===== config.mk =====
export PLATFORM = sky130hd
export DESIGN_NAME = opAddrUnit
export DESIGN_NICKNAME = d
export VERILOG_FILES = /design/src/rtl/oamPkg.sv /design/src/rtl/oamCtrl.sv /design/src/rtl/oamDatapath.sv /design/src/rtl/opAddrUnit.sv
export SDC_FILE = /design/constraint.sdc
export NUM_CORES = 1
export LEC_CHECK = 0
export ABC_CLOCK_PERIOD_IN_PS = 4500
export BUFFER_PORTS_ARGS = -buffer_cell sky130_fd_sc_hd__buf_2
export CAP_MARGIN = 0
export CELL_PAD_IN_SITES_DETAIL_PLACEMENT = 0
export CELL_PAD_IN_SITES_GLOBAL_PLACEMENT = 1
export CORE_MARGIN = 10
export CORE_UTILIZATION = 40
export CTS_BUF_LIST = sky130_fd_sc_hd__clkbuf_2 sky130_fd_sc_hd__clkbuf_4 sky130_fd_sc_hd__clkbuf_8
export DETAILED_ROUTE_END_ITERATION = 8
export MAX_ROUTING_LAYER = met4
export PLACE_DENSITY = 0.87
export SLEW_MARGIN = 20
export SYNTH_ARGS = -nofsm -noshare
export SYNTH_HDL_FRONTEND = slang
export SYNTH_SLANG_ARGS = --single-unit
export TNS_END_PERCENT = 1

===== constraint.sdc =====
create_clock -name clk -period 4.5 [get_ports clk]
set_clock_uncertainty 0.1 [all_clocks]
set_input_delay 0.45 -clock clk [delete_from_list [all_inputs] [get_ports clk]]
set_output_delay 0.45 -clock clk [all_outputs]
set_load 0.01 [all_outputs]

===== src/rtl/oamPkg.sv =====
package oamPkg;
  typedef enum logic [1:0] {
    MODE_REG  = 2'b00,
    MODE_IDX  = 2'b01,
    MODE_IND  = 2'b10,
    MODE_INC  = 2'b11
  } oamMode_e;

  typedef struct packed {
    logic useExt;
    logic useMem;
    logic addBase;
    logic zeroBase;
    logic postInc;
    logic immOp;
    logic forceWord;
  } oamStrobe_t;
endpackage


===== src/rtl/oamCtrl.sv =====
module oamCtrl
  import oamPkg::*;
#(
  parameter int REG_W   = 4,
  parameter int PC_IDX  = 0,
  parameter int SP_IDX  = 1,
  parameter int ABS_IDX = 2
) (
  input  logic             clk,
  input  logic             rstN,
  input  logic             reqValid,
  input  logic             isDst,
  input  logic [1:0]       modeSrc,
  input  logic             modeDst,
  input  logic [REG_W-1:0] regNum,
  output oamStrobe_t       strobe,
  output logic             outValid
);
  localparam logic [REG_W-1:0] PcReg  = REG_W'(PC_IDX);
  localparam logic [REG_W-1:0] SpReg  = REG_W'(SP_IDX);
  localparam logic [REG_W-1:0] AbsReg = REG_W'(ABS_IDX);

  oamMode_e effMode;
  logic     isPc;

  assign effMode = isDst ? oamMode_e'({1'b0, modeDst}) : oamMode_e'(modeSrc);
  assign isPc    = (regNum == PcReg);

  always_comb begin
    strobe           = '0;
    strobe.forceWord = isPc || (regNum == SpReg);
    unique case (effMode)
      MODE_REG: ;
      MODE_IDX: begin
        strobe.useExt   = 1'b1;
        strobe.useMem   = 1'b1;
        strobe.addBase  = 1'b1;
        strobe.zeroBase = (regNum == AbsReg);
      end
      MODE_IND: strobe.useMem = 1'b1;
      MODE_INC: begin
        if (isPc) begin
          strobe.useExt = 1'b1;
          strobe.immOp  = 1'b1;
        end else begin
          strobe.useMem  = 1'b1;
          strobe.postInc = 1'b1;
        end
      end
      default: ;
    endcase
  end

  always_ff @(posedge clk) begin
    if (!rstN) outValid <= 1'b0;
    else       outValid <= reqValid;
  end

  p_valid_follows_r11: assert property (@(posedge clk) disable iff (!rstN)
    outValid |-> $past(reqValid));

  p_dst_no_inc_r9: assert property (@(posedge clk) disable iff (!rstN)
    (reqValid && isDst) |-> !strobe.postInc);
endmodule


===== src/rtl/oamDatapath.sv =====
module oamDatapath
  import oamPkg::*;
#(
  parameter int DATA_W = 16,
  parameter int REG_W  = 4
) (
  input  logic              clk,
  input  logic              rstN,
  input  logic              load,
  input  oamStrobe_t        strobe,
  input  logic              byteAcc,
  input  logic [REG_W-1:0]  regNum,
  input  logic [DATA_W-1:0] regVal,
  input  logic [DATA_W-1:0] extWord,
  output logic              needExt,
  output logic              isMem,
  output logic [DATA_W-1:0] effAddr,
  output logic [DATA_W-1:0] opVal,
  output logic [1:0]        pcAdv,
  output logic              wbEn,
  output logic [REG_W-1:0]  wbReg,
  output logic [DATA_W-1:0] wbVal
);
  localparam logic [DATA_W-1:0] StepByte = DATA_W'(1);
  localparam logic [DATA_W-1:0] StepWord = DATA_W'(2);

  logic [DATA_W-1:0] baseSel, addrNext, stepSel, incNext, opNext;

  assign baseSel  = strobe.zeroBase ? '0 : regVal;
  assign addrNext = strobe.addBase ? (baseSel + extWord) : regVal;
  assign stepSel  = (byteAcc && !strobe.forceWord) ? StepByte : StepWord;
  assign incNext  = regVal + stepSel;
  assign opNext   = strobe.immOp ? extWord : regVal;

  always_ff @(posedge clk) begin
    if (!rstN) begin
      needExt <= 1'b0;
      isMem   <= 1'b0;
      effAddr <= '0;
      opVal   <= '0;
      pcAdv   <= 2'd0;
      wbEn    <= 1'b0;
      wbReg   <= '0;
      wbVal   <= '0;
    end else if (load) begin
      needExt <= strobe.useExt;
      isMem   <= strobe.useMem;
      effAddr <= addrNext;
      opVal   <= opNext;
      pcAdv   <= strobe.useExt ? 2'd2 : 2'd0;
      wbEn    <= strobe.postInc;
      wbReg   <= regNum;
      wbVal   <= incNext;
    end else begin
      needExt <= 1'b0;
      isMem   <= 1'b0;
      pcAdv   <= 2'd0;
      wbEn    <= 1'b0;
    end
  end

  p_step_size_r6: assert property (@(posedge clk) disable iff (!rstN)
    wbEn |-> ((DATA_W'(wbVal - effAddr) == StepByte) || (DATA_W'(wbVal - effAddr) == StepWord)));

  p_sp_step_r7: assert property (@(posedge clk) disable iff (!rstN)
    (wbEn && wbReg == REG_W'(1)) |-> (DATA_W'(wbVal - effAddr) == StepWord));

  p_imm_no_wb_r8: assert property (@(posedge clk) disable iff (!rstN)
    (needExt && !isMem) |-> !wbEn);

  p_inc_no_ext_r6: assert property (@(posedge clk) disable iff (!rstN)
    wbEn |-> (isMem && !needExt));
endmodule


===== src/rtl/opAddrUnit.sv =====
module opAddrUnit
  import oamPkg::*;
#(
  parameter int DATA_W  = 16,
  parameter int REG_N   = 16,
  parameter int PC_IDX  = 0,
  parameter int SP_IDX  = 1,
  parameter int ABS_IDX = 2,
  localparam int REG_W  = $clog2(REG_N)
) (
  input  logic              clk,
  input  logic              rstN,
  input  logic              reqValid,
  input  logic              isDst,
  input  logic [1:0]        modeSrc,
  input  logic              modeDst,
  input  logic [REG_W-1:0]  regNum,
  input  logic [DATA_W-1:0] regVal,
  input  logic [DATA_W-1:0] extWord,
  input  logic              byteAcc,
  output logic              outValid,
  output logic              needExt,
  output logic              isMem,
  output logic [DATA_W-1:0] effAddr,
  output logic [DATA_W-1:0] opVal,
  output logic [1:0]        pcAdv,
  output logic              wbEn,
  output logic [REG_W-1:0]  wbReg,
  output logic [DATA_W-1:0] wbVal
);
  oamStrobe_t strobe;

  oamCtrl #(
    .REG_W(REG_W), .PC_IDX(PC_IDX), .SP_IDX(SP_IDX), .ABS_IDX(ABS_IDX)
  ) i_ctrl (
    .clk(clk), .rstN(rstN), .reqValid(reqValid), .isDst(isDst),
    .modeSrc(modeSrc), .modeDst(modeDst), .regNum(regNum),
    .strobe(strobe), .outValid(outValid)
  );

  oamDatapath #(
    .DATA_W(DATA_W), .REG_W(REG_W)
  ) i_dp (
    .clk(clk), .rstN(rstN), .load(reqValid), .strobe(strobe),
    .byteAcc(byteAcc), .regNum(regNum), .regVal(regVal), .extWord(extWord),
    .needExt(needExt), .isMem(isMem), .effAddr(effAddr), .opVal(opVal),
    .pcAdv(pcAdv), .wbEn(wbEn), .wbReg(wbReg), .wbVal(wbVal)
  );

  p_wb_valid_r11: assert property (@(posedge clk) disable iff (!rstN)
    wbEn |-> outValid);

  p_ext_adv_r10: assert property (@(posedge clk) disable iff (!rstN)
    outValid |-> (needExt == (pcAdv != 2'd0)));
endmodule


======== Word level (Yosys, flattened, before mapping) ========
Cells that the tools add are included.
word-level totals
  bits in registers ....................... 58
  input port bits ......................... 44
  word-level logic and storage cells ...... 35
cells by class
  $add $sub $neg .......................... 2
  eq/ne operators ......................... 5
  muxes and demuxes ....................... 12
  reductions and logical operators ........ 7
operator list
  operator                                        number
  2-to-1 mux 16 bit                               3
  adder 16 bit                                    2
  2-to-1 mux 2 bit                                4
  == test 2 bit (second input constant)           2
  == test 4 x 1 -> 1 bit (second input constant)  1
  == test 4 x 2 -> 1 bit (second input constant)  1
  zero test 4 bit                                 1
  case mux 1 bit (2 select lines)                 2
  2-to-1 mux 1 bit                                3
  AND reduction 3 bit                             1
  == test 2 x 1 -> 1 bit (second input constant)  1
  AND reduction 2 bit                             1
  OR reduction 2 bit                              1
  logical AND 1 bit                               1
  zero test 1 bit                                 1
  logical OR 1 bit                                1

======== Depth between registers and ports, before layout ========
Gate-level depths: netlist (run 1).
  depth after elaboration ................. 6
  depth in mapped cells ................... 16
  mapped depth without buffers ............ 14

======== Cells and area by module ========
Synthesis (run 1) repeated with hierarchy kept, for this count alone.
unflattened totals
  cell total of the unflattened synthesis .. 397
  area, all modules ....................... 3495.9 µm²
modules (own cells, without submodules)
  module       instances  cells each  area each (µm²)  sequential area each (µm²)
  oamDatapath  1          378         3340.7           1101.1
  oamCtrl      1          19          155.1            20.0

======== Least setup slack after synthesis (run 1) ========
OpenSTA, ideal clock, no wires.
  path type ............................... input to register
  from .................................... input isDst
  to ...................................... register i_dp.effAddr[14]
  setup time .............................. 0.134 ns
  arrival time ............................ 3.340 ns
  data required time ...................... 4.266 ns
  slack ................................... 0.926 ns
  cell stages on the path ................. 16
  cells stage by stage .................... mux2i_1 inv_1 ha_1 buf_6 nand2_1 nor4_2 clkbuf_1 nor2b_1 ha_1 fa_1 a21oi_1 o211ai_2 a2111oi_2 o31ai_2 xnor2_1 o22ai_1
between the ends
  longest elaborated chain between the ends .. 6
ends and longest elaborated chain
  element                   line               text
  start: declaration        opAddrUnit.sv:14   input logic isDst,
  2-to-1 mux 2 bit *        oamCtrl.sv:26      assign effMode = isDst ? oamMode_e'({1'b0, modeDst}) : oamMode_e'(modeSrc);
  == test 2 x 1 -> 1 bit *  oamCtrl.sv:32      unique case (effMode)
  2-to-1 mux 2 bit *        oamCtrl.sv:32
  2-to-1 mux 16 bit         oamDatapath.sv:29  assign baseSel = strobe.zeroBase ? '0 : regVal;
  adder 16 bit              oamDatapath.sv:30  assign addrNext = strobe.addBase ? (baseSel + extWord) : regVal;
  2-to-1 mux 16 bit *       oamDatapath.sv:30
  end signal: assignment    oamDatapath.sv:48  effAddr <= addrNext;
  end: declaration          oamDatapath.sv:17  output logic [DATA_W-1:0] effAddr,
Every way passes the cells marked *; elsewhere a longest branch is shown, timed or not.
A chain may end at the register's enable or synchronous reset.

======== Worst setup path in the final report (run 1) ========
Same ends and word-level chain as after synthesis.

==> impl_metrics.env, run 1 <==
export IMPL_outcome="completed"
export IMPL_synth_cells=411
export IMPL_crit_arrival_ns=3.31
export IMPL_grt_pass1_wl_mm=16.57
export IMPL_globalRouteMet3Util_pct=2.730
export IMPL_timing_critical_path_required_ns=4.59
export IMPL_grt_start_max_net_pins=55
export IMPL_via_count=3183
export IMPL_finalWirelength_mm=10.26
export IMPL_total_power_mw=1.186
export IMPL_timing_worst_slew_pin_value_ns=1.025
export IMPL_syn_cell_area_um2=3537
export IMPL_synth_async_sr_flop_share_pct=0
export IMPL_clock_insertion_delay_worst_skew_ns=0.31
export IMPL_grt_antenna_before_repair=0
export IMPL_fin_crit_sh_pct=71.50
export IMPL_clock_power_share_pct=24.2
export IMPL_busiest_layer="met2"
export IMPL_drt_iter0_drc=190
export IMPL_timing_critical_path_fanout_max=16
export IMPL_synth_edff_count=0
export IMPL_pin_count=102
export IMPL_initial_core_util_pct=40.76
export IMPL_r2r_slack_ns=3.55
export IMPL_ys_warnings_count=0
export IMPL_distinct_cell_type_count_of_the_synthesized_netlist=56
export IMPL_htreeDepth=2
export IMPL_die_h_um=114.0
export IMPL_route_detailed_vias_per_inst=5.252
export IMPL_report_final_setup_viol=0
export IMPL_use_met2_pct=24.53
export IMPL_power_net_switching_uw=395.7
export IMPL_holdCritPathClass="in -> reg"
export IMPL_post_cts_repair_setup_buffers=0
export IMPL_final_antenna_net_count=0
export IMPL_report_final_hold_viol_count=0
export IMPL_drive_above_1_share_pct=26.71
export IMPL_timing_slew_headroom_pct=31.66
export IMPL_finalWeightedCongestion=0.8551
export IMPL_flow_area_growth_from_synthesis_pct=18.11
export IMPL_syn_avg_cell_area_um2=8.606
export IMPL_cts_buffer_depth=2
export IMPL_synth_yosys_seq_area_share_pct=31.69
export IMPL_io_buffer_count=100
export IMPL_criticalPathCategory="in -> reg"
export IMPL_cts_repair_resize_count=0
export IMPL_p_comb_share_pct=29.3
export IMPL_synth_seq_cells=56
export IMPL_period_minus_slack_ns=3.217
export IMPL_worstHoldEndpoint="i_dp.wbReg[0]$_SDFFE_PN0P_"
export IMPL_tritoncts="built"
export IMPL_fp_row_count=34
export IMPL_holdPathStages=3
export IMPL_max_vdd_ir_drop_uv=130.3
export IMPL_grt_overflow_total=0
export IMPL_clkSlewWorstSetupHoldPaths_ns=0.11
export IMPL_hold_bufs_inserted_after_cts=0
export IMPL_power_frac_seq_pct=46.5
export IMPL_detailedRoute_firstPassIterationCount=4
export IMPL_core_region_area_um2=8678
export IMPL_power_leakage_nw=2.012
export IMPL_synth_fp_nets=477
export IMPL_dp_final_hpwl_mm=8.060
export IMPL_floorplan_die_area_um2=13000
export IMPL_hold_start="regNum[0]"
export IMPL_track_usage_pct=15.86
export IMPL_final_max_slew_viol_count=0
export IMPL_power_internal_uw=790.0
export IMPL_reg2reg_depth=3
export IMPL_groute_layer_met1_usage_pct=20.78
export IMPL_number_of_max_cap_violations=0
export IMPL_max_freq_mhz=310.8
export IMPL_switching_share_pct=33.37
export IMPL_start_kind="primary input"
export IMPL_insertedDiodeCount=0
export IMPL_cts_made_buffers=5
export IMPL_clock_tree_root_cell="clkbuf_8"
export IMPL_die_x_um=114.0
export IMPL_drc=0
export IMPL_postSynth_topFlopCell="dfxtp_1"
export IMPL_clock_sink_count=56
export IMPL_reg2reg_from="i_dp.effAddr[14]$_SDFFE_PN0P_"
export IMPL_worst_r2r_endpoint="i_dp.effAddr[14]$_SDFFE_PN0P_"
export IMPL_finish_net_count=563
export IMPL_number_of_global_route_vias_before_repair=3137
export IMPL_setup_tns_final_ns=0
export IMPL_worstSetupEndpointType="flip-flop"
export IMPL_detail_route_wl_per_cell_um=16.93
export IMPL_fill_cells=888
export IMPL_powerDensity_nw_per_um2=283.8
export IMPL_rsz0062_at_grt="no"
how the worst max path moves through the flow:
stage,start,end,slack [ns]
final,isDst,i_dp.effAddr[14]$_SDFFE_PN0P_,1.28
after global routing,isDst,i_dp.effAddr[14]$_SDFFE_PN0P_,1.03
after CTS,isDst,i_dp.effAddr[14]$_SDFFE_PN0P_,1.29
after detailed placement,isDst,i_dp.effAddr[14]$_SDFFE_PN0P_,0.96
after global placement,isDst,i_dp.effAddr[14]$_SDFFE_PN0P_,1.01
after floorplan,isDst,i_dp.effAddr[14]$_SDFFE_PN0P_,0.93
power by group through the flow:
stage,clock network (mW),logic (mW),registers [mW]
after floorplan,0,0.212,0.580
after global placement,0,0.347,0.562
after detailed placement,0,0.349,0.563
after CTS,0.303,0.350,0.552
after global routing,0.320,0.386,0.557
final,0.287,0.347,0.551
cells in the mapped netlist, types with 2 or more instances:
master    number  area share [%]
dfxtp_1       56              32
nor2_1        54             5.7
a211oi_1      34             7.2
mux2i_1       31             8.8
nand2_1       26             2.8
a21oi_1       22             3.1
ha_1          20             7.1
inv_1         15             1.6
clkbuf_1      13             1.4
nor2b_1       13             2.3
xnor2_1       12             3.0
xor2_1        12             3.0
nand3_1        8             1.1
o21ai_0        8             1.1
a21o_1         7             1.5
a211oi_2       6             2.1
o21ai_1        6            0.85
o22ai_1        6             1.1
buf_1          5            0.53
and2b_1        4            0.85
a31oi_1        3            0.53
and2_1         3            0.53
buf_2          3            0.42
buf_4          3            0.64
nand4_1        3            0.53
nor4_2         3             1.1
o31ai_1        3            0.64
and3_1         2            0.35
fa_1           2             1.1
nand2b_1       2            0.35
registers in the layout, summed over array words and instances (netlist names):
register	flops
i_dp.pcAdv	1
i_ctrl.outValid	1
i_dp.wbEn	1
i_dp.wbVal	16
i_dp.effAddr	16
i_dp.wbReg	4
i_dp.isMem	1
i_dp.opVal	16
cells by family after synthesis:
kind of cell    count (synthesis)  synth area share, %
simple gates                  129                18.71
buf+inv                        42                5.093
xor+xnor                       25                6.403
compound gates                105                21.01
mux                            31                8.773
other cells                     1               0.1060
fa+ha+maj                      22                8.207
flops                          56                31.69
metal layers:
metal / routed length [um] / share of wire [%] / up-vias
li1: - / - / 1625
met1: 4769 / 46 / 1469
met2: 4749 / 46 / 81
met3: 598 / 5.8 / 8
met4: 140 / 1.4 / 0
met5: 0 / 0 / -
final cells by class:
class | instances | area [um2] | share of cell area (%)
multi-input combinational | 313 | 2236 | 53.52
sequential | 56 | 1121 | 26.83
timing repair buffer | 104 | 530.5 | 12.70
tap | 108 | 135.1 | 3.235
clock buffer | 5 | 68.82 | 1.647
inverter | 17 | 63.81 | 1.527
clock inverter | 3 | 22.52 | 0.5391
placed cells by master, fill, tap and decap left out, types with 4 or more instances in the layout:
| cell | n |
|---|---|
| mux2i_1 | 31 |
| clkbuf_8 | 5 |
| and2b_1 | 4 |
| o21ai_1 | 6 |
| nand2_1 | 26 |
| nand3_1 | 8 |
| o22ai_1 | 6 |
| ha_1 | 20 |
| nor2_1 | 54 |
| buf_4 | 4 |
| nor2b_1 | 13 |
| xnor2_1 | 12 |
| a21oi_1 | 22 |
| dfxtp_1 | 56 |
| a211oi_2 | 6 |
| a21o_1 | 7 |
| a211oi_1 | 34 |
| inv_1 | 15 |
| buf_2 | 100 |
| o21ai_0 | 8 |
| xor2_1 | 12 |
metrics by stage:
| stage | area, um2 | worst slack (ns) | std cells | utilization [%] | hold slack (ns) |
|---|---|---|---|---|---|
| global route | 4178 | 1.028 | 606 | 48.14 | 0.3405 |
| finish | 4178 | 1.283 | 606 | 48.14 | 0.3270 |
| global placement | 4086 | 1.013 | 598 | 47.09 | 0.3708 |
| floorplan | 3537 | 0.9258 | 411 | - | 0.3936 |
| detailed placement | 4086 | 0.9600 | 598 | 47.09 | 0.3746 |
| CTS | 4178 | 1.287 | 606 | 48.14 | 0.3151 |
worst max-delay path, stage by stage:
cell and delay (ns):
buf_2 0.11, mux2i_1 0.13, inv_1 0.10, ha_1 0.17
nand2_1 0.07, nor4_2 0.13, buf_4 0.26, nor2b_1 0.07
ha_1 0.21, fa_1 0.40, a21oi_1 0.29, o211ai_2 0.15
a2111oi_2 0.43, o31ai_2 0.12, xnor2_1 0.15, o22ai_1 0.08
(Power assumes the default switching activity.)
==> run 2: changes to the inputs <==
--- a/config.mk
+++ b/config.mk
@@ -5,7 +5,7 @@
 export SDC_FILE = /design/constraint.sdc
 export NUM_CORES = 1
 export LEC_CHECK = 0
-export ABC_CLOCK_PERIOD_IN_PS = 4500
+export ABC_CLOCK_PERIOD_IN_PS = 3300
 export BUFFER_PORTS_ARGS = -buffer_cell sky130_fd_sc_hd__buf_2
 export CAP_MARGIN = 0
 export CELL_PAD_IN_SITES_DETAIL_PLACEMENT = 0
==> constraint.sdc (replaced) <==
create_clock -name clk -period 3.3 [get_ports clk]
set_clock_uncertainty 0.1 [all_clocks]
set_input_delay 0.33 -clock clk [delete_from_list [all_inputs] [get_ports clk]]
set_output_delay 0.33 -clock clk [all_outputs]
set_load 0.01 [all_outputs]
==> impl_metrics.env, run 2 (same netlist as run 1, synthesis figures left out) <==
export IMPL_layout_commonest_cell="buf_2"
export IMPL_report_final_setup_viol=0
export IMPL_grt_antenna_before_repair=0
export IMPL_max_stage_delay_ns=0.43
export IMPL_critical_path_slowest_cell="fa_1"
export IMPL_flow_area_growth_from_synthesis_pct=19.99
export IMPL_crit_arrival_ns=3.06
export IMPL_reg2reg_from="i_dp.effAddr[14]$_SDFFE_PN0P_"
export IMPL_route_detailed_vias_per_inst=5.350
export IMPL_crit_path_cell_trace="buf_2, mux2i_1, inv_1, ha_1, nand2_1, nor4_4, buf_4, nor2_1, fa_1, a21oi_1, o211ai_2, a2111oi_2, o31ai_2, xnor2_1, o22ai_1"
export IMPL_clock_insertion_delay_worst_skew_ns=0.31
export IMPL_max_freq_mhz=338.4
export IMPL_clock_sink_count=56
export IMPL_detail_route_wl_per_cell_um=17.37
export IMPL_die_x_um=114.0
export IMPL_insertedDiodeCount=0
export IMPL_period_minus_slack_ns=2.955
export IMPL_io_buffer_count=100
export IMPL_floorplan_die_area_um2=13000
export IMPL_holdCritPathClass="in -> reg"
export IMPL_grt_pass1_wl_mm=16.97
export IMPL_die_h_um=114.0
export IMPL_detailedRoute_firstPassIterationCount=4
export IMPL_total_power_mw=1.740
export IMPL_worst_r2r_endpoint="i_dp.effAddr[14]$_SDFFE_PN0P_"
export IMPL_timing_critical_path_buf_inv=3
export IMPL_worstSetupEndpointType="flip-flop"
export IMPL_final_antenna_net_count=0
export IMPL_htreeDepth=2
export IMPL_track_usage_pct=16.26
export IMPL_finalWeightedCongestion=0.8783
export IMPL_post_dp_cell_area_um2=4118
export IMPL_final_setup_worst_slack_ns=0.3452
export IMPL_final_core_util_pct=48.90
export IMPL_clkSlewWorstSetupHoldPaths_ns=0.11
export IMPL_post_cts_repair_setup_buffers=0
export IMPL_timing_worst_slew_pin_value_ns=0.5720
export IMPL_drt_iter0_drc=158
export IMPL_finish_net_count=566
export IMPL_fp_row_count=34
export IMPL_max_vdd_ir_drop_uv=176.9
export IMPL_report_final_hold_viol_count=0
export IMPL_number_of_global_route_vias_before_repair=3185
export IMPL_holdPathStages=3
export IMPL_start_kind="primary input"
export IMPL_hold_bufs_inserted_after_cts=0
export IMPL_number_of_max_cap_violations=0
export IMPL_grt_overflow_total=0
export IMPL_drive_above_1_share_pct=27.15
export IMPL_core_region_area_um2=8678
export IMPL_powerDensity_nw_per_um2=410.0
export IMPL_cts_repair_resize_count=0
export IMPL_timing_slew_headroom_pct=61.73
export IMPL_r2r_slack_ns=2.30
export IMPL_dp_slack_ns=-0.004425
export IMPL_initial_core_util_pct=40.76
export IMPL_clock_tree_root_cell="clkbuf_8"
export IMPL_worstHoldEndpoint="i_dp.wbReg[1]$_SDFFE_PN0P_"
export IMPL_hold_start="regNum[1]"
export IMPL_largestRegisters="i_dp.effAddr: 16 flops, i_dp.opVal: 16 flops, i_dp.wbVal: 16 flops"
export IMPL_outcome="completed"
export IMPL_timing_critical_path_required_ns=3.40
export IMPL_cts_buffer_depth=2
export IMPL_reg2reg_depth=3
export IMPL_critical_path_top_delay_family="compound AO/OA/AOI/OAI gates"
export IMPL_design_area_um2=4244
export IMPL_pin_count=102
export IMPL_cts_made_buffers=5
export IMPL_setup_tns_final_ns=0
export IMPL_tritoncts="built"
export IMPL_layout_common_cells="100 x buf_2, 56 x dfxtp_1, 54 x nor2_1, 34 x a211oi_1, 31 x mux2i_1"
export IMPL_grt_start_max_net_pins=42
export IMPL_rsz0062_at_grt="no"
export IMPL_final_max_slew_viol_count=0
export IMPL_drc=0
export IMPL_timing_critical_path_fanout_max=15
export IMPL_via_count=3258
export IMPL_fin_crit_sh_pct=89.54
export IMPL_criticalPathCategory="in -> reg"
export IMPL_first_element_of_the_critical_path="isDst"
export IMPL_finalWirelength_mm=10.58
export IMPL_power_leakage_nw=2.045
export IMPL_dp_final_hpwl_mm=8.291
run 2: how the worst max path moves through the flow:
stage                                         end  slack, ns  cells past startpoint
global route        i_dp.effAddr[14]$_SDFFE_PN0P_       0.08                     15
global placement    i_dp.effAddr[14]$_SDFFE_PN0P_       0.06                     15
floorplan           i_dp.effAddr[14]$_SDFFE_PN0P_      0.003                     16
detailed placement  i_dp.effAddr[14]$_SDFFE_PN0P_     -0.004                     15
finish              i_dp.effAddr[14]$_SDFFE_PN0P_       0.35                     15
CTS                 i_dp.effAddr[14]$_SDFFE_PN0P_       0.34                     15
run 2: stage by stage:
step | std cells | hold slack (ns)
floorplan | 411 | 0.3774
global placement | 601 | 0.3708
detailed placement | 601 | 0.3770
CTS | 609 | 0.2308
global route | 609 | 0.2657
finish | 609 | 0.2315
run 2: layout make-up:
type                            instances  area (um2)
Clock buffer                            7       96.34
Timing Repair Buffer                  107       553.0
Clock inverter                          1       30.03
Tap cell                              108       135.1
Inverter                               17       63.81
Sequential cell                        56        1121
Fill cell                             880        4434
Multi-Input combinational cell        313        2245
run 2: routing by layer:
| layer | wire [um] | vias to the layer above | track usage, % |
|---|---|---|---|
| li1 | - | 1635 | - |
| met3 | 560 | 13 | 2.782 |
| met5 | 0 | - | - |
| met2 | 4776 | 84 | 24.83 |
| met4 | 181 | 0 | 4.762 |
| met1 | 5059 | 1526 | 21.51 |
run 2: worst reg2reg max path, stage by stage (launching register included):
cell,delay (ns)
dfxtp_1,0.33
nor2b_1,0.13
a31oi_1,0.21
o22ai_1,0.11
run 2: power by group:
| group | leakage, nW | switching [mW] | internal [mW] | total (mW) |
|---|---|---|---|---|
| clock | 0.0645 | 0.235 | 0.268 | 0.504 |
| sequential | 0.464 | 0.0253 | 0.727 | 0.752 |
| combinational | 1.52 | 0.283 | 0.201 | 0.484 |
| total | 2.04 | 0.544 | 1.20 | 1.74 |
==> run 3: changes to the inputs <==
--- a/config.mk
+++ b/config.mk
@@ -16,6 +16,7 @@
 export DETAILED_ROUTE_END_ITERATION = 8
 export MAX_ROUTING_LAYER = met4
 export PLACE_DENSITY = 0.87
+export REMOVE_ABC_BUFFERS = 1
 export SLEW_MARGIN = 20
 export SYNTH_ARGS = -nofsm -noshare
 export SYNTH_HDL_FRONTEND = slang
==> impl_metrics.env, run 3 (same netlist as run 1, synthesis figures left out) <==
export IMPL_outcome="completed"
export IMPL_timing_hold_ws_ns=0.2204
export IMPL_fp_row_count=34
export IMPL_timing_critical_path_fanout_max=15
export IMPL_cts_repair_resize_count=0
export IMPL_finalWeightedCongestion=0.8585
export IMPL_holdCritPathClass="in -> reg"
export IMPL_clock_tree_root_cell="clkbuf_8"
export IMPL_power_leakage_nw=2.052
export IMPL_dp_slack_ns=-0.05706
export IMPL_r2r_slack_ns=2.34
export IMPL_pin_count=102
export IMPL_initial_core_util_pct=40.76
export IMPL_dp_final_hpwl_mm=8.111
export IMPL_track_usage_pct=15.50
export IMPL_route_detailed_vias_per_inst=5.178
export IMPL_core_region_area_um2=8678
export IMPL_drive_above_1_share_pct=27.87
export IMPL_io_buffer_count=100
export IMPL_cts_buffer_depth=2
export IMPL_fin_crit_sh_pct=90.97
export IMPL_via_count=3179
export IMPL_post_dp_cell_area_um2=4146
export IMPL_htreeDepth=2
export IMPL_hold_bufs_inserted_after_cts=0
export IMPL_design_area_um2=4239
export IMPL_grt_pass1_wl_mm=16.38
export IMPL_detail_route_wl_per_cell_um=16.71
export IMPL_number_of_max_cap_violations=0
export IMPL_finish_net_count=571
export IMPL_timing_worst_slew_pin_value_ns=0.6216
export IMPL_floorplan_die_area_um2=13000
export IMPL_report_final_hold_viol_count=0
export IMPL_layout_commonest_cell="buf_2"
export IMPL_max_vdd_ir_drop_uv=197.3
export IMPL_tritoncts="built"
export IMPL_grt_overflow_total=0
export IMPL_final_antenna_net_count=0
export IMPL_powerDensity_nw_per_um2=386.0
export IMPL_clock_insertion_delay_worst_skew_ns=0.31
export IMPL_final_setup_worst_slack_ns=0.2980
export IMPL_grt_start_max_net_pins=54
export IMPL_cts_made_buffers=5
export IMPL_clock_sink_count=56
export IMPL_max_freq_mhz=333.1
export IMPL_setup_tns_final_ns=0
export IMPL_clkSlewWorstSetupHoldPaths_ns=0.10
export IMPL_report_final_setup_viol=0
export IMPL_layout_common_cells="100 x buf_2, 56 x dfxtp_1, 54 x nor2_1, 34 x a211oi_1, 31 x mux2i_1"
export IMPL_drt_iter0_drc=152
export IMPL_timing_critical_path_required_ns=3.38
export IMPL_detailedRoute_firstPassIterationCount=4
export IMPL_die_x_um=114.0
export IMPL_largestRegisters="i_dp.effAddr: 16 flops, i_dp.opVal: 16 flops, i_dp.wbVal: 16 flops"
export IMPL_grt_antenna_before_repair=0
export IMPL_crit_arrival_ns=3.09
export IMPL_final_max_slew_viol_count=0
export IMPL_finalWirelength_mm=10.26
export IMPL_drc=0
export IMPL_start_kind="primary input"
export IMPL_final_core_util_pct=48.85
export IMPL_die_h_um=114.0
export IMPL_criticalPathCategory="in -> reg"
export IMPL_flow_area_growth_from_synthesis_pct=19.84
export IMPL_worstSetupEndpointType="flip-flop"
export IMPL_number_of_global_route_vias_before_repair=3266
export IMPL_rsz0062_at_grt="no"
export IMPL_timing_slew_headroom_pct=58.42
export IMPL_period_minus_slack_ns=3.002
export IMPL_post_cts_repair_setup_buffers=0
export IMPL_insertedDiodeCount=0
run 3: changes by cell type in the layout (fill, tap and decap cells not counted), sizes merged:
cell    before  now
bufinv       1    0
clkinv       1    2
buf        107  112
run 3: final timing paths:
kind,start,to,cells after the start
worst max-delay path,isDst,i_dp.effAddr[14]$_SDFFE_PN0P_,15
worst min-delay path,regNum[0],i_dp.wbReg[0]$_SDFFE_PN0P_,3
worst max register to register,i_dp.effAddr[14]$_SDFFE_PN0P_,i_dp.effAddr[14]$_SDFFE_PN0P_,3
worst min register to register,i_dp.wbVal[1]$_SDFFE_PN0P_,i_dp.wbVal[1]$_SDFFE_PN0P_,2
run 3: layer usage:
| metal | share of wire, % | vias up | track usage (%) |
|---|---|---|---|
| met1 | 48 | 1461 | 19.79 |
| li1 | - | 1646 | - |
| met3 | 3.8 | 8 | 2.415 |
| met2 | 48 | 64 | 25.28 |
| met5 | 0 | - | - |
| met4 | 0.87 | 0 | 3.258 |
run 3: cell type report:
class | count | area, um2
Fill cell | 877 | 4439
Multi-Input combinational cell | 313 | 2236
Sequential cell | 56 | 1121
Timing Repair Buffer | 112 | 590.6
Tap cell | 108 | 135.1
Clock buffer | 7 | 83.83
Inverter | 17 | 63.81
Clock inverter | 1 | 8.758
run 3: report_power, final:
part | internal (mW) | switching [mW]
registers | 0.727 | 0.0255
logic | 0.206 | 0.280
clock network | 0.169 | 0.228
run 3: critical path: stages:
cell	delay, ns
buf_2	0.11
mux2i_1	0.13
inv_1	0.09
ha_1	0.18
nand2_1	0.07
nor4_2	0.18
buf_4	0.27
nor2_1	0.10
fa_1	0.43
a21oi_1	0.27
o211ai_2	0.15
a2111oi_2	0.41
o31ai_2	0.12
xnor2_1	0.15
o22ai_1	0.10
run 3: stage by stage:
stage                     power, mW  instances
after floorplan               1.054        386
after global placement        1.248        606
after detailed placement      1.256        606
after CTS                     1.649        614
after global routing          1.735        614
final                         1.636        614
